--- src/rtl/smf_pkg.sv ---
package smf_pkg;
  // register byte offsets (host software decodes these)
  localparam logic [7:0] A_ACCESS   = 8'h00;
  localparam logic [7:0] A_CAP0     = 8'h14;
  localparam logic [7:0] A_CAP1     = 8'h15;
  localparam logic [7:0] A_CAP2     = 8'h16;
  localparam logic [7:0] A_CAP3     = 8'h17;
  localparam logic [7:0] A_STS      = 8'h18;
  localparam logic [7:0] A_BURST_LO = 8'h19;
  localparam logic [7:0] A_BURST_HI = 8'h1A;
  localparam logic [7:0] A_FIFO     = 8'h24;

  // capability low byte: data-avail int, locality-change int, level-low int
  localparam logic [7:0] CAP_LOW = 8'h15;

  // access register bits
  localparam int ACC_REQ   = 1;
  localparam int ACC_ACT   = 5;

  // status register bits
  localparam int STS_RDY   = 6;
  localparam int STS_GO    = 5;
  localparam int STS_RETRY = 1;

  localparam int unsigned HDR_BYTES = 10;
  localparam int unsigned LEN_FIRST = 2;
  localparam int unsigned LEN_LAST  = 5;
  localparam int unsigned BURST_W   = 16;

  typedef enum logic [2:0] {
    ST_IDLE, ST_READY, ST_RECV, ST_EXEC, ST_SEND, ST_DONE
  } eng_state_t;
endpackage

--- src/rtl/smf_locality.sv ---
module smf_locality (
  input  logic       clk,
  input  logic       rst_n,
  input  logic       wr_en,
  input  logic [7:0] wdata,
  output logic       active,
  output logic [7:0] access_byte
);
  import smf_pkg::*;

  logic pending;
  logic want, drop;
  logic [5:0] unused_bits;

  assign unused_bits = {wdata[7:6], wdata[4:2], wdata[0]};
  assign want = wr_en && wdata[ACC_REQ] && !active && !pending;
  assign drop = wr_en && wdata[ACC_ACT] && active;

  always_ff @(posedge clk) begin
    if (!rst_n) begin
      pending <= 1'b0;
      active  <= 1'b0;
    end else if (drop) begin
      active <= 1'b0;
    end else if (pending) begin
      pending <= 1'b0;
      active  <= 1'b1;
    end else if (want) begin
      pending <= 1'b1;
    end
  end

  assign access_byte = {1'b1, 1'b0, active, 1'b0, 1'b0, pending, 1'b0, 1'b0};

  assert_grant_after_pending_R2: assert property (@(posedge clk) disable iff (!rst_n)
    pending |=> (active && !pending));
  assert_release_R2: assert property (@(posedge clk) disable iff (!rst_n)
    (wr_en && wdata[ACC_ACT] && active) |=> !active);
endmodule

--- src/rtl/smf_bytebuf.sv ---
module smf_bytebuf #(
  parameter int DEPTH = 32,
  parameter int AW    = (DEPTH > 1) ? $clog2(DEPTH) : 1
) (
  input  logic          clk,
  input  logic          we,
  input  logic [AW-1:0] waddr,
  input  logic [7:0]    wdata,
  input  logic [AW-1:0] raddr,
  output logic [7:0]    rdata
);
  logic [7:0] mem [DEPTH];

  always_ff @(posedge clk) begin
    if (we) mem[waddr] <= wdata;
  end

  assign rdata = mem[raddr];
endmodule

--- src/rtl/smf_engine.sv ---
module smf_engine #(
  parameter int CMD_DEPTH = 32,
  parameter int RSP_LEN   = 10,
  parameter int BURST_MAX = 20
) (
  input  logic       clk,
  input  logic       rst_n,
  input  logic       ready_wr,
  input  logic       go_wr,
  input  logic       retry_wr,
  input  logic       data_wr,
  input  logic [7:0] data_byte,
  input  logic       data_rd,
  output logic [7:0] status_byte,
  output logic [smf_pkg::BURST_W-1:0] burst,
  output logic [7:0] fifo_byte
);
  import smf_pkg::*;

  localparam int CAW  = (CMD_DEPTH > 1) ? $clog2(CMD_DEPTH) : 1;
  localparam int CNT_W = $clog2(CMD_DEPTH + 1);
  localparam int RAW  = (RSP_LEN > 1) ? $clog2(RSP_LEN) : 1;
  localparam int RP_W = $clog2(RSP_LEN + 1);
  localparam logic [CNT_W-1:0] HDR_C   = CNT_W'(HDR_BYTES);
  localparam logic [CNT_W-1:0] DEPTH_C = CNT_W'(CMD_DEPTH);
  localparam logic [RP_W-1:0]  LAST_R  = RP_W'(RSP_LEN - 1);

  eng_state_t state;
  logic [CNT_W-1:0] count, target;
  logic [31:0] len_q;
  logic [RP_W-1:0] gcnt, rptr;
  logic take_byte, len_slot, expect_q, avail_q;
  logic [7:0] cmd_q, rsp_q, gen_byte;
  logic [31:0] room;

  // target byte count of the command being received
  always_comb begin
    if (count < CNT_W'(LEN_LAST + 1))      target = HDR_C;
    else if (len_q < 32'(HDR_BYTES))       target = HDR_C;
    else if (len_q > 32'(CMD_DEPTH))       target = DEPTH_C;
    else                                   target = CNT_W'(len_q);
  end

  assign take_byte = data_wr && (state == ST_READY || state == ST_RECV) && (count < target);
  assign len_slot  = (count >= CNT_W'(LEN_FIRST)) && (count <= CNT_W'(LEN_LAST));

  smf_bytebuf #(.DEPTH(CMD_DEPTH)) u_cmd_buf (
    .clk   (clk),
    .we    (take_byte),
    .waddr (CAW'(count)),
    .wdata (data_byte),
    .raddr (CAW'(gcnt[0])),
    .rdata (cmd_q)
  );

  // stub reply: tag echo, big-endian own length, zero result
  always_comb begin
    gen_byte = 8'h00;
    if (gcnt < RP_W'(2))
      gen_byte = cmd_q;
    else if (gcnt <= RP_W'(LEN_LAST))
      gen_byte = 8'(32'(RSP_LEN) >> (8 * (LEN_LAST - 32'(gcnt))));
  end

  smf_bytebuf #(.DEPTH(RSP_LEN)) u_rsp_buf (
    .clk   (clk),
    .we    (state == ST_EXEC),
    .waddr (RAW'(gcnt)),
    .wdata (gen_byte),
    .raddr (RAW'(rptr)),
    .rdata (rsp_q)
  );

  always_ff @(posedge clk) begin
    if (!rst_n) begin
      state <= ST_IDLE;
      count <= '0;
      len_q <= '0;
      gcnt  <= '0;
      rptr  <= '0;
    end else if (ready_wr) begin
      state <= ST_READY;
      count <= '0;
      len_q <= '0;
    end else begin
      case (state)
        ST_READY, ST_RECV: begin
          if (take_byte) begin
            count <= count + 1'b1;
            state <= ST_RECV;
            if (len_slot) len_q <= {len_q[23:0], data_byte};
          end else if (go_wr && state == ST_RECV && count == target) begin
            state <= ST_EXEC;
            gcnt  <= '0;
          end
        end
        ST_EXEC: begin
          gcnt <= gcnt + 1'b1;
          if (gcnt == LAST_R) begin
            state <= ST_SEND;
            rptr  <= '0;
          end
        end
        ST_SEND: begin
          if (retry_wr) rptr <= '0;
          else if (data_rd) begin
            if (rptr == LAST_R) state <= ST_DONE;
            else rptr <= rptr + 1'b1;
          end
        end
        ST_DONE: begin
          if (retry_wr) begin
            state <= ST_SEND;
            rptr  <= '0;
          end
        end
        default: ;
      endcase
    end
  end

  assign expect_q = (state == ST_RECV) && (count < target);
  assign avail_q  = (state == ST_SEND);
  assign status_byte = {state != ST_EXEC, state == ST_READY || state == ST_RECV,
                        1'b0, avail_q, expect_q, 3'b000};

  always_comb begin
    if (state == ST_READY || state == ST_RECV) room = 32'(CMD_DEPTH) - 32'(count);
    else if (state == ST_SEND)                 room = 32'(RSP_LEN) - 32'(rptr);
    else                                       room = 32'd0;
  end
  assign burst = (room > 32'(BURST_MAX)) ? BURST_W'(BURST_MAX) : BURST_W'(room);
  assign fifo_byte = avail_q ? rsp_q : 8'hFF;

  assert_abort_to_ready_R4: assert property (@(posedge clk) disable iff (!rst_n)
    ready_wr |=> (state == ST_READY && count == '0));
  assert_count_in_buffer_R5: assert property (@(posedge clk) disable iff (!rst_n)
    count <= DEPTH_C);
  assert_busy_burst_zero_R6: assert property (@(posedge clk) disable iff (!rst_n)
    (state == ST_EXEC) |-> (burst == '0 && !status_byte[7]));
  assert_go_ignored_R7: assert property (@(posedge clk) disable iff (!rst_n)
    (go_wr && expect_q && !ready_wr) |=> (state == ST_RECV));
  assert_flags_exclusive_R9: assert property (@(posedge clk) disable iff (!rst_n)
    !(status_byte[4] && status_byte[3]));
  assert_avail_drops_R9: assert property (@(posedge clk) disable iff (!rst_n)
    (avail_q && data_rd && !retry_wr && !ready_wr && rptr == LAST_R) |=> !status_byte[4]);
endmodule

--- src/rtl/secmod_fifo_regs.sv ---
module secmod_fifo_regs #(
  parameter int ADDR_W    = 8,
  parameter int CMD_DEPTH = 32,
  parameter int RSP_LEN   = 10,
  parameter int BURST_MAX = 20
) (
  input  logic              clk,
  input  logic              rst_n,
  input  logic              req_valid,
  input  logic              req_write,
  input  logic [ADDR_W-1:0] req_addr,
  input  logic [7:0]        req_wdata,
  output logic              rsp_valid,
  output logic [7:0]        rsp_rdata
);
  import smf_pkg::*;

  logic wr_any, rd_any, active;
  logic loc_wr, sts_wr, ready_wr, go_wr, retry_wr, data_wr, data_rd;
  logic [7:0] access_byte, status_byte, fifo_byte, rd_next;
  logic [BURST_W-1:0] burst;

  assign wr_any = req_valid && req_write;
  assign rd_any = req_valid && !req_write;

  assign loc_wr   = wr_any && (req_addr == ADDR_W'(A_ACCESS));
  assign sts_wr   = wr_any && (req_addr == ADDR_W'(A_STS)) && active;
  assign ready_wr = sts_wr && req_wdata[STS_RDY];
  assign go_wr    = sts_wr && req_wdata[STS_GO] && !req_wdata[STS_RDY];
  assign retry_wr = sts_wr && req_wdata[STS_RETRY] && !req_wdata[STS_GO] && !req_wdata[STS_RDY];
  assign data_wr  = wr_any && (req_addr == ADDR_W'(A_FIFO)) && active;
  assign data_rd  = rd_any && (req_addr == ADDR_W'(A_FIFO)) && active;

  smf_locality u_loc (
    .clk         (clk),
    .rst_n       (rst_n),
    .wr_en       (loc_wr),
    .wdata       (req_wdata),
    .active      (active),
    .access_byte (access_byte)
  );

  smf_engine #(
    .CMD_DEPTH (CMD_DEPTH),
    .RSP_LEN   (RSP_LEN),
    .BURST_MAX (BURST_MAX)
  ) u_eng (
    .clk         (clk),
    .rst_n       (rst_n),
    .ready_wr    (ready_wr),
    .go_wr       (go_wr),
    .retry_wr    (retry_wr),
    .data_wr     (data_wr),
    .data_byte   (req_wdata),
    .data_rd     (data_rd),
    .status_byte (status_byte),
    .burst       (burst),
    .fifo_byte   (fifo_byte)
  );

  always_comb begin
    rd_next = 8'h00;
    if      (req_addr == ADDR_W'(A_ACCESS))   rd_next = access_byte;
    else if (req_addr == ADDR_W'(A_CAP0))     rd_next = CAP_LOW;
    else if (req_addr == ADDR_W'(A_CAP1))     rd_next = 8'h00;
    else if (req_addr == ADDR_W'(A_CAP2))     rd_next = 8'h00;
    else if (req_addr == ADDR_W'(A_CAP3))     rd_next = 8'h00;
    else if (req_addr == ADDR_W'(A_STS))      rd_next = status_byte;
    else if (req_addr == ADDR_W'(A_BURST_LO)) rd_next = burst[7:0];
    else if (req_addr == ADDR_W'(A_BURST_HI)) rd_next = burst[15:8];
    else if (req_addr == ADDR_W'(A_FIFO))     rd_next = active ? fifo_byte : 8'hFF;
  end

  always_ff @(posedge clk) begin
    if (!rst_n) begin
      rsp_valid <= 1'b0;
      rsp_rdata <= 8'h00;
    end else begin
      rsp_valid <= rd_any;
      if (rd_any) rsp_rdata <= rd_next;
    end
  end

  assert_read_answered_R12: assert property (@(posedge clk) disable iff (!rst_n)
    rd_any |=> rsp_valid);
  assert_write_silent_R12: assert property (@(posedge clk) disable iff (!rst_n)
    !rd_any |=> !rsp_valid);
endmodule

--- config.mk ---
export PLATFORM = sky130hd
export DESIGN_NAME = secmod_fifo_regs
export DESIGN_NICKNAME = d
export VERILOG_FILES = /design/src/rtl/smf_pkg.sv /design/src/rtl/smf_locality.sv /design/src/rtl/smf_bytebuf.sv /design/src/rtl/smf_engine.sv /design/src/rtl/secmod_fifo_regs.sv
export SDC_FILE = /design/constraint.sdc
export NUM_CORES = 1
export LEC_CHECK = 0
export BUFFER_PORTS_ARGS = -buffer_cell sky130_fd_sc_hd__buf_2
export CORE_MARGIN = 4
export CORE_UTILIZATION = 56
export CTS_CLUSTER_SIZE = 40
export DETAILED_ROUTE_END_ITERATION = 10
export HOLD_SLACK_MARGIN = 0.12
export PLACE_DENSITY_LB_ADDON = 0.25
export REMOVE_ABC_BUFFERS = 1
export SLEW_MARGIN = 30
export SYNTH_ARGS = -nofsm -noshare
export SYNTH_HDL_FRONTEND = slang
export SYNTH_SLANG_ARGS = --single-unit
--- constraint.sdc ---
create_clock -name clk -period 3.77 [get_ports clk]
set_clock_uncertainty 0.1 [all_clocks]
set_input_delay 0.754 -clock clk [delete_from_list [all_inputs] [get_ports clk]]
set_output_delay 0.754 -clock clk [all_outputs]
set_load 0.02 [all_outputs]
# Word-level counts from Yosys, hierarchy flattened
# Memory sizes are Yosys's and may differ from the RTL's. A register that Yosys moved wholly into a read port is not among the register bits.
# Cells that the tools add are included.
totals:
  reg_bits: 60
  output_inout_bits: 9
  mem_count: 2
  inputBits: 20
  ram_bits: 336
  elab_cells: 156
memory_table:
  columns: ["memory", "depth", "word_bits", "rd", "rd_clocked_by_memory_dff", "wr", "line_no", "rtl"]
  rows:
  - ["u_eng.u_cmd_buf.mem", 32, 8, 1, 1, 1, "smf_bytebuf.sv:12", "logic [7:0] mem [DEPTH];"]
  - ["u_eng.u_rsp_buf.mem", 10, 8, 1, 1, 1, "smf_bytebuf.sv:12", null]
op_classes:
  n_eq_ne: 33
  n_shift: 1
  bitwise: 2
  add_sub_neg: 6
  n_reduce_logical: 46
  n_mux: 47
  n_lt_le_gt_ge: 9
ops:
  columns: ["cell", "n"]
  rows:
  - ["$mux W8", 13]
  - ["$mux W32", 2]
  - ["$eq A8 B5 Y1 const B", 7]
  - ["$mux W4", 9]
  - ["$gt A32 B5 Y1 const B", 1]
  - ["$gt A32 B6 Y1 const B", 1]
  - ["$lt A32 B4 Y1 const B", 1]
  - ["$shr A4 B32 Y8 const A", 1]
  - ["$logic_and A1 B1 Y1", 26]
  - ["$mux W3", 7]
  - ["$mux W6", 3]
  - ["$ne A3 B3 Y1 const B", 6]
  - ["$mux W16", 1]
  - ["$reduce_and A7 Y1", 2]
  - ["$pmux W3 S4", 1]
  - ["$pmux W4 S3", 1]
  - ["$mux W5", 2]
  - ["$ne A2 B2 Y1 const B", 5]
  - ["$add A4 B1 Y4 const B", 2]
  - ["$eq A4 B4 Y1 const B", 2]
  - ["$eq A8 B6 Y1 const B", 1]
  - ["$logic_not A8 Y1", 1]
  - ["$pmux W4 S2", 1]
  - ["$mux W1", 7]
  - ["other kinds (30)", 41]

# Logic depth before layout (Yosys ltp)
# Gate-level depths: netlist of run 1.
depth:
  word_depth: 13
  mapped_depth: 15
  depth_no_buf: 12

# By module
# From an unflattened synthesis of run 1, not the netlist that was laid out.
unflattened:
  cells_unflattened: 1105
  hier_area_um2: 17300.3
modules_own_cells:
  columns: ["mod", "area_per_inst_um2", "n_inst", "cells_each", "seq_area_each_um2"]
  rows:
  - ["smf_bytebuf (u_eng.u_cmd_buf)", 9893.2, 1, 409, 7687.4]
  - ["smf_bytebuf (u_eng.u_rsp_buf)", 3241.9, 1, 181, 2402.3]
  - ["smf_engine", 3024.2, 1, 350, 980.9]
  - ["secmod_fifo_regs", 999.7, 1, 147, 180.2]
  - ["smf_locality", 141.4, 1, 18, 40.0]

# Worst setup path after synthesis of run 1
# Ideal clock, no wire load.
synth_timing:
  kind: "register to register"
  from: "register u_eng.len_q[1]"
  to: "register u_eng.len_q[10]"
  path_slack_ns: 0.134
  t_arrival_ns: 3.408
  required_time_ns: 3.542
  setup_ns: 0.128
  period_less_slack_ns: 3.636
  stages_incl_launch_ff: 14
  path_buffers: 2
  path_cell_list: "dfxtp_1 > or2_2 > or4_1 > a211oi_1 > nor2b_1 > nand2_1 > ha_1 > and4_1 > a221o_1 > clkbuf_1 > nor4_4 > buf_4 > mux2i_1 > nor2_1"
synth_via:
  elab_chain_len: 7
  elab_cells_between_ends: 8
  cone_classes: "order compare (3); mux (3); reduce/logical (2)"
synth_rtl:
  columns: ["item", "line_no", "rtl"]
  rows:
  - ["from (decl)", "smf_engine.sv:30", "logic [31:0] len_q;"]
  - ["from (signal assigned)", "smf_engine.sv:91", "if (len_slot) len_q <= {len_q[23:0], data_byte};"]
  - ["$gt A32 B6 Y1", "smf_engine.sv:40", "else if (len_q > 32'(CMD_DEPTH)) target = DEPTH_C;"]
  - ["$mux W6", "smf_engine.sv:40", null]
  - ["$mux W6 (*)", "smf_engine.sv:39", "else if (len_q < 32'(HDR_BYTES)) target = HDR_C;"]
  - ["$mux W6 (*)", "smf_engine.sv:38", "if (count < CNT_W'(LEN_LAST + 1)) target = HDR_C;"]
  - ["$lt A6 B6 Y1 (*)", "smf_engine.sv:44", "assign take_byte = data_wr && (state == ST_READY || state == ST_RECV) && (count < target);"]
  - ["$logic_and A1 B1 Y1 (*)", "smf_engine.sv:44", null]
  - ["$reduce_and A3 Y1 (no line) (*)", null, null]
# Every way passes the cells marked *; elsewhere a longest branch is shown, timed or not.
# A chain may end at the register's enable or synchronous reset.

# Final worst setup path of run 1
layout_timing:
  from: "register u_eng.len_q[1]"
  to: "register u_eng.len_q[14]"
# Same word-level chain as after synthesis.

==> impl_metrics.toml, run 1 <==
[timing]
maxSlewViolCount = 0
setup_viol = 0
fmax_mhz = 277
fin_crit_sh_pct = 95.9
tightest_slew_ns = 0.943
fin_ws_ns = 0.156
min_period_ns = 3.61
holdWs_ns = 0.365
slew_headroom_pct = 36.3
fin_tns_setup_ns = 0
hold_viol_final = 0

[clock_tree]
cts.sinks = 161
cts_buffers = 17
clock-root-buffer = "clkbuf_16"
clockBufferDepth = 2
cts_hold_buffers = 0
cts.clk_slew.worst_paths_ns = 0.06
cts_tree = "yes"
clkLatencyLatePin_ns = 0.43
htree_levels = 4

[placed_design]
numPortBuffers = 28
dp_cells = 791
post-place-ws_ns = 0.125
dp_hpwl_um = 11300
place.gp.congestion = 0.923

[min_path]
min_path_type = "reg -> reg"
holdCritStartpoint = "rsp_rdata[6]"

[worst_setup_path]
required_ns = 3.98
arrival_ns = 3.82
critPathLaunchType = "flip-flop"
r2r-start = "u_eng.len_q[1]"
crit_path_start = "u_eng.len_q[1]"
endpoint_kind = "flip-flop"
path_max_fanout = 16
worst-setup-path-type = "reg -> reg"

[layout]
final_layout_size_suffix_gt1_share_pct = 17.4
syn_to_final_growth_pct = 13.1
final_cell_mix = "edfxtp_1, nor2_1, dfxtp_1"
n_antenna_cell = 0
layout.cells.non_filler = 826
mostFrequentLayoutCell = "edfxtp_1"
nets = 680

[yosys]
synthesis.area_sq_mm = 0.00739
ys_seq_elements = 161
synth_warnings = 0
ys.flop_type = "edfxtp_1"
syn-mean-instance-area_sq_um = 12.1
synthCells = 609
synth-async-reset-ratio_pct = 0
ys_types = 62
ys_seq_area_share_pct = 56.6
synth_edf_count = 96

[grt]
grt_max_degree = 40
antenna_found_initial = 0
grt_pass1_wl_um = 26400
grt_pass1_vias = 4952
overflow = 0
grt.total_usage_pct = 23.2

[detailed_routing]
vias = 5056
route.antenna.remaining_nets = 0
drc = 0
avgRoutedWirePerCell_um = 19.8
drtIter0Drc = 576
wirelength_um = 16400
vias_per_cell = 6.12
first_pass_iters = 6

[floorplan]
fp.dieW_um = 123
core_sq_mm = 0.0128
die-area_sq_mm = 0.0151
ios = 29
start_util_pct = 57.9
fp-row-count = 41
die_h_um = 123

[power_and_ir_drop]
peakVddDrop_uv = 477
p_per_area_mw_per_mm2 = 425
power_leakage_uw = 0.00288

[status]
outcome = "finished clean"

[run]
max_cap_viol_count = 0
## stage by stage
step / total power [uW] / area, sq um / util (%)
final: 3550 / 8360 / 65.4
after global routing: 3660 / 8360 / 65.4
after CTS: 3570 / 8310 / 65.1
after detailed placement: 1940 / 7730 / 60.5
after global placement: 1940 / 7730 / 60.5
after floorplan: 1910 / 7250 / -
## sequential cells by signal (all words and copies together) (netlist names), named ones only
name                 cells
u_loc.active             1
u_eng.u_rsp_buf.mem     80
rsp_valid                1
u_eng.count              6
u_eng.state              3
u_eng.u_cmd_buf.mem     16
u_loc.pending            1
rsp_rdata                8
u_eng.len_q             32
u_eng.gcnt               4
u_eng.rptr               4
## area by class of cell
cell class,instances,area (sq um)
Timing Repair Buffer,46,300
Tap cell,172,215
Sequential cell,161,4180
Clock buffer,26,533
Inverter,13,48.8
Multi-Input combinational cell,402,3030
Fill cell,948,4420
Clock inverter,6,43.8
## power by group
| group | total, uW | switching (uW) | internal [uW] |
|---|---|---|---|
| clock network | 1650 | 667 | 978 |
| registers | 1850 | 0.910 | 1850 |
| logic | 55.9 | 38.3 | 17.6 |
## worst max-delay path, cell delays in order, from the launching register on
cell      delay [ns]
dfxtp_1         0.34
or2_2           0.31
or4_1           0.43
a211oi_2        0.33
nor2b_1         0.19
nand2_1         0.07
ha_1            0.26
and4_1          0.19
a221o_1         0.36
nor4_4          0.22
buf_4           0.18
buf_6           0.22
mux2i_1         0.22
nor2_1          0.06
## Yosys cell counts (5+ instances only)
cell | number | area (sq um)
a21o_1 | 5 | 37.5
nor2_1 | 69 | 259
nor4_1 | 14 | 87.6
a21oi_1 | 21 | 105
and3_1 | 6 | 37.5
nand3_1 | 21 | 105
mux4_2 | 19 | 428
ha_1 | 19 | 238
nor3_1 | 13 | 65.1
o21ai_0 | 12 | 60.1
inv_1 | 13 | 48.8
nor2b_1 | 6 | 37.5
or3_1 | 5 | 31.3
and2_1 | 9 | 56.3
xnor2_1 | 7 | 61.3
nand2b_1 | 7 | 43.8
nand2_1 | 29 | 109
edfxtp_1 | 96 | 2880
clkbuf_1 | 24 | 90.1
mux2_2 | 7 | 78.8
mux2i_1 | 47 | 470
dfxtp_1 | 65 | 1300
nand3b_1 | 5 | 37.5
nor3b_1 | 6 | 45.0
o211ai_1 | 8 | 60.1
## routing by layer
metal  vias to the layer above  GRT usage [%]  part of all wire, %
li1                       2374              -                    -
met1                      2449           31.9                   43
met2                       195           36.4                   47
met3                        38           4.98                  7.1
met4                         0           9.03                  2.6
met5                         -              0                    0
## cells by family (layout without fill, tap and decap cells)
kind of cell,after synthesis,count (layout),share of synthesized area (%)
AND/OR/NAND/NOR,214,214,15.3
multiplexers,73,73,13.2
AO/OA/AOI/OAI,86,86,7.94
XOR/XNOR,10,10,1.19
flip-flops,161,161,56.6
adder cells (fa/ha/maj),19,19,3.22
buffers and inverters,46,91,2.52
## timing repair
item	CTS	global route
hold endpoints to repair	0	0
setup buffers	0	1
gates resized for setup	0	3
endpoints found under the setup margin	0	51
## final timing paths
kind         cells past startpoint         endpoint  slack, ns
max                             13  u_eng.len_q[14]       0.16
min                              2     rsp_rdata[6]       0.37
max reg2reg                     13  u_eng.len_q[14]       0.16
min reg2reg                      2     rsp_rdata[6]       0.37
Note: power is estimated with default switching activity, not from simulation.
==> run 2, diff against run 1 <==
CORE_UTILIZATION = 59   (was 56)
SYNTH_HIERARCHICAL = 1   (was unset)
==> impl_metrics.toml, run 2 <==
[status]
outcome = "finished clean"

[clock_tree]
clock-root-buffer = "clkbuf_16"
cts.clk_slew.worst_paths_ns = 0.06
clkLatencyLatePin_ns = 0.52
cts_hold_buffers = 0
cts.sinks = 396
cts_tree = "yes"
clockBufferDepth = 3
cts_buffers = 40
htree_levels = 2

[layout]
largestRegisters = "u_eng/u_cmd_buf/mem x256, u_eng/u_rsp_buf/mem x80, u_eng/len_q x32"
top_register = "u_eng/u_cmd_buf/mem"
final-seq-area_sq_mm = 0.0113
mostFrequentLayoutCell = "edfxtp_1"
fin_util_pct = 67.8
n_antenna_cell = 0
multi_input_area_sq_mm = 0.00558
nets = 1235
fin_area_sq_mm = 0.0195
final_cell_mix = "edfxtp_1, nor2_1, mux4_2"
largest_register_ffs = 256
syn_to_final_growth_pct = 12.7
fillers = 1968
final_layout_size_suffix_gt1_share_pct = 26.3

[detailed_routing]
vias = 9878
drtIter0Drc = 1017
wl_met3_um = 2550
route.antenna.remaining_nets = 0
drc = 0
vias_per_cell = 6.12
wirelength_um = 37200
wl_met2_um = 18200
maxUsedRoutingLayer = "met5"
avgRoutedWirePerCell_um = 23.1
met1_length_um = 15600
first_pass_iters = 7

[floorplan]
core_sq_mm = 0.0288
die-area_sq_mm = 0.0321
fp-row-count = 62
start_util_pct = 60.1
fp.dieW_um = 179
ios = 29
die_h_um = 179

[yosys]
synth_edf_count = 336
synthTopCellsByCount = "edfxtp_1, nor2_1, mux4_2"
ys_seq_elements = 396
synth_top_family_by_area = "multiplexers"
synth_top_area_share_pct = 58.3
ys_seq_area_share_pct = 65.3
synth-adder-area-share_pct = 1.23
yosys.area_share.simple_pct = 8.40
syn-mean-instance-area_sq_um = 15.7
synthesis.area_sq_mm = 0.0173
synth_xor_xnor_area_share_pct = 0.651
ys.flop_type = "edfxtp_1"
synthCells = 1105
synth_warnings = 6
yosysMostFrequentCell = "edfxtp_1"
synth_top_cell_by_area = "edfxtp_1"
synth.mux.area_fraction_pct = 15.4
ys_types = 76
synth_area_leaders = "edfxtp_1, mux4_2, dfxtp_1"
synth-compound-area-share_pct = 5.37
synth-async-reset-ratio_pct = 0

[power_and_ir_drop]
p_total_uw = 9640
power_leakage_uw = 0.00640
p_per_area_mw_per_mm2 = 494
peakVddDrop_uv = 405

[worst_setup_path]
endpoint_kind = "flip-flop"
worst-setup-path-type = "reg -> reg"
required_ns = 3.89
path_max_fanout = 8
arrival_ns = 3.78
critPathLaunchType = "flip-flop"

[min_path]
min_path_type = "reg -> reg"

[timing]
hold_viol_final = 0
tightest_slew_ns = 0.878
rsz0062_at_grt = "yes"
slew_headroom_pct = 41.2
fin_crit_sh_pct = 97.0
fmax_mhz = 273
maxSlewViolCount = 0
min_period_ns = 3.66
setup_viol = 0

[grt]
grt.total_usage_pct = 23.5
grt_pass1_vias = 9592
antenna_found_initial = 1
grt_pass1_wl_um = 56800
overflow = 0
grt_max_degree = 65

[placed_design]
placed_cell_area_sq_mm = 0.0181
dp_hpwl_um = 23800
place.gp.congestion = 0.875
numPortBuffers = 28

[run]
max_cap_viol_count = 0
[run 2: cell count changes after synthesis, sizes merged, moves of 8 or more]
| cell | change |
|---|---|
| edfxtp | +240 |
| mux4 | +61 |
| a21oi | +9 |
| mux2 | +25 |
| inv | +11 |
| nand2b | +8 |
| buf | +47 |
| o22ai | +9 |
| nor2 | +42 |
[run 2: cell type report]
| class | instances | area share [%] |
|---|---|---|
| Clock inverter | 16 | 0.866 |
| Clock buffer | 57 | 5.88 |
| Inverter | 24 | 0.462 |
| Timing Repair Buffer | 107 | 3.82 |
| Sequential cell | 396 | 57.9 |
| Tap cell | 384 | 2.46 |
| Multi-Input combinational cell | 629 | 28.6 |
[run 2: cells by family (layout without fill, tap and decap cells)]
kind of cell / count (synthesis) / after routing
adders and majority gates: 17 / 17
and+or+nand+nor: 278 / 278
muxes: 163 / 163
other: 3 / 25
buffers and inverters: 102 / 204
xor gates and xnor gates: 12 / 12
AOI/OAI and AO/OA: 134 / 134
DFF: 396 / 396
[run 2: routing by layer]
metal	up-vias	GRT usage [%]
met3	52	4.74
met4	2	6.28
met2	374	37.9
met1	4991	33.2
li1	4459	-
met5	-	0
[run 2: final timing paths]
path	startpoint	endpoint	slack, ns	depth (start not counted)
worst min register to register	rsp_rdata[0]	rsp_rdata[0]	0.39	2
worst max-delay path	u_eng/len_q[1]	u_eng/u_cmd_buf/mem[20][4]	0.11	13
worst min-delay path	rsp_rdata[0]	rsp_rdata[0]	0.39	2
worst max register to register	u_eng/len_q[1]	u_eng/u_cmd_buf/mem[20][4]	0.11	13
[run 2: per-stage QoR]
stage	cells	setup TNS [ns]	worst slack (ns)	hold slack [ns]
global placement	1541	-2.55	-0.0640	0.376
detailed placement	1541	-3.04	-0.0709	0.392
global route	1613	-0.735	-0.0445	0.431
CTS	1614	0	0.0465	0.402
finish	1613	0	0.113	0.395
floorplan	1049	-175.35	-1.11	0.361
[run 2: repair_timing]
item	4_1_cts	5_1_grt
pin swaps	0	11
buffers inserted	0	1
gates resized for setup	3	21
endpoints found under the setup margin	64	256
[run 2: worst max-delay path: stages, from the launching register on]
cell and delay, ns:
dfxtp_2 0.32, or2_4 0.24, or4_4 0.41, a211oi_2 0.19, buf_4 0.16, a21oi_2 0.05, ha_1 0.34, a21oi_2 0.18
o21ai_2 0.08, or3_4 0.40, inv_2 0.06, or3b_4 0.48, nor2_1 0.15, buf_4 0.19
[run 2: power by group]
part | internal [uW] | switching, uW | total [uW] | leakage, uW
Sequential | 4810 | 69.3 | 4880 | 0.00351
Clock | 2330 | 1580 | 3920 | 0.000642
Combinational | 355 | 489 | 845 | 0.00225
Total | 7500 | 2140 | 9640 | 0.00640
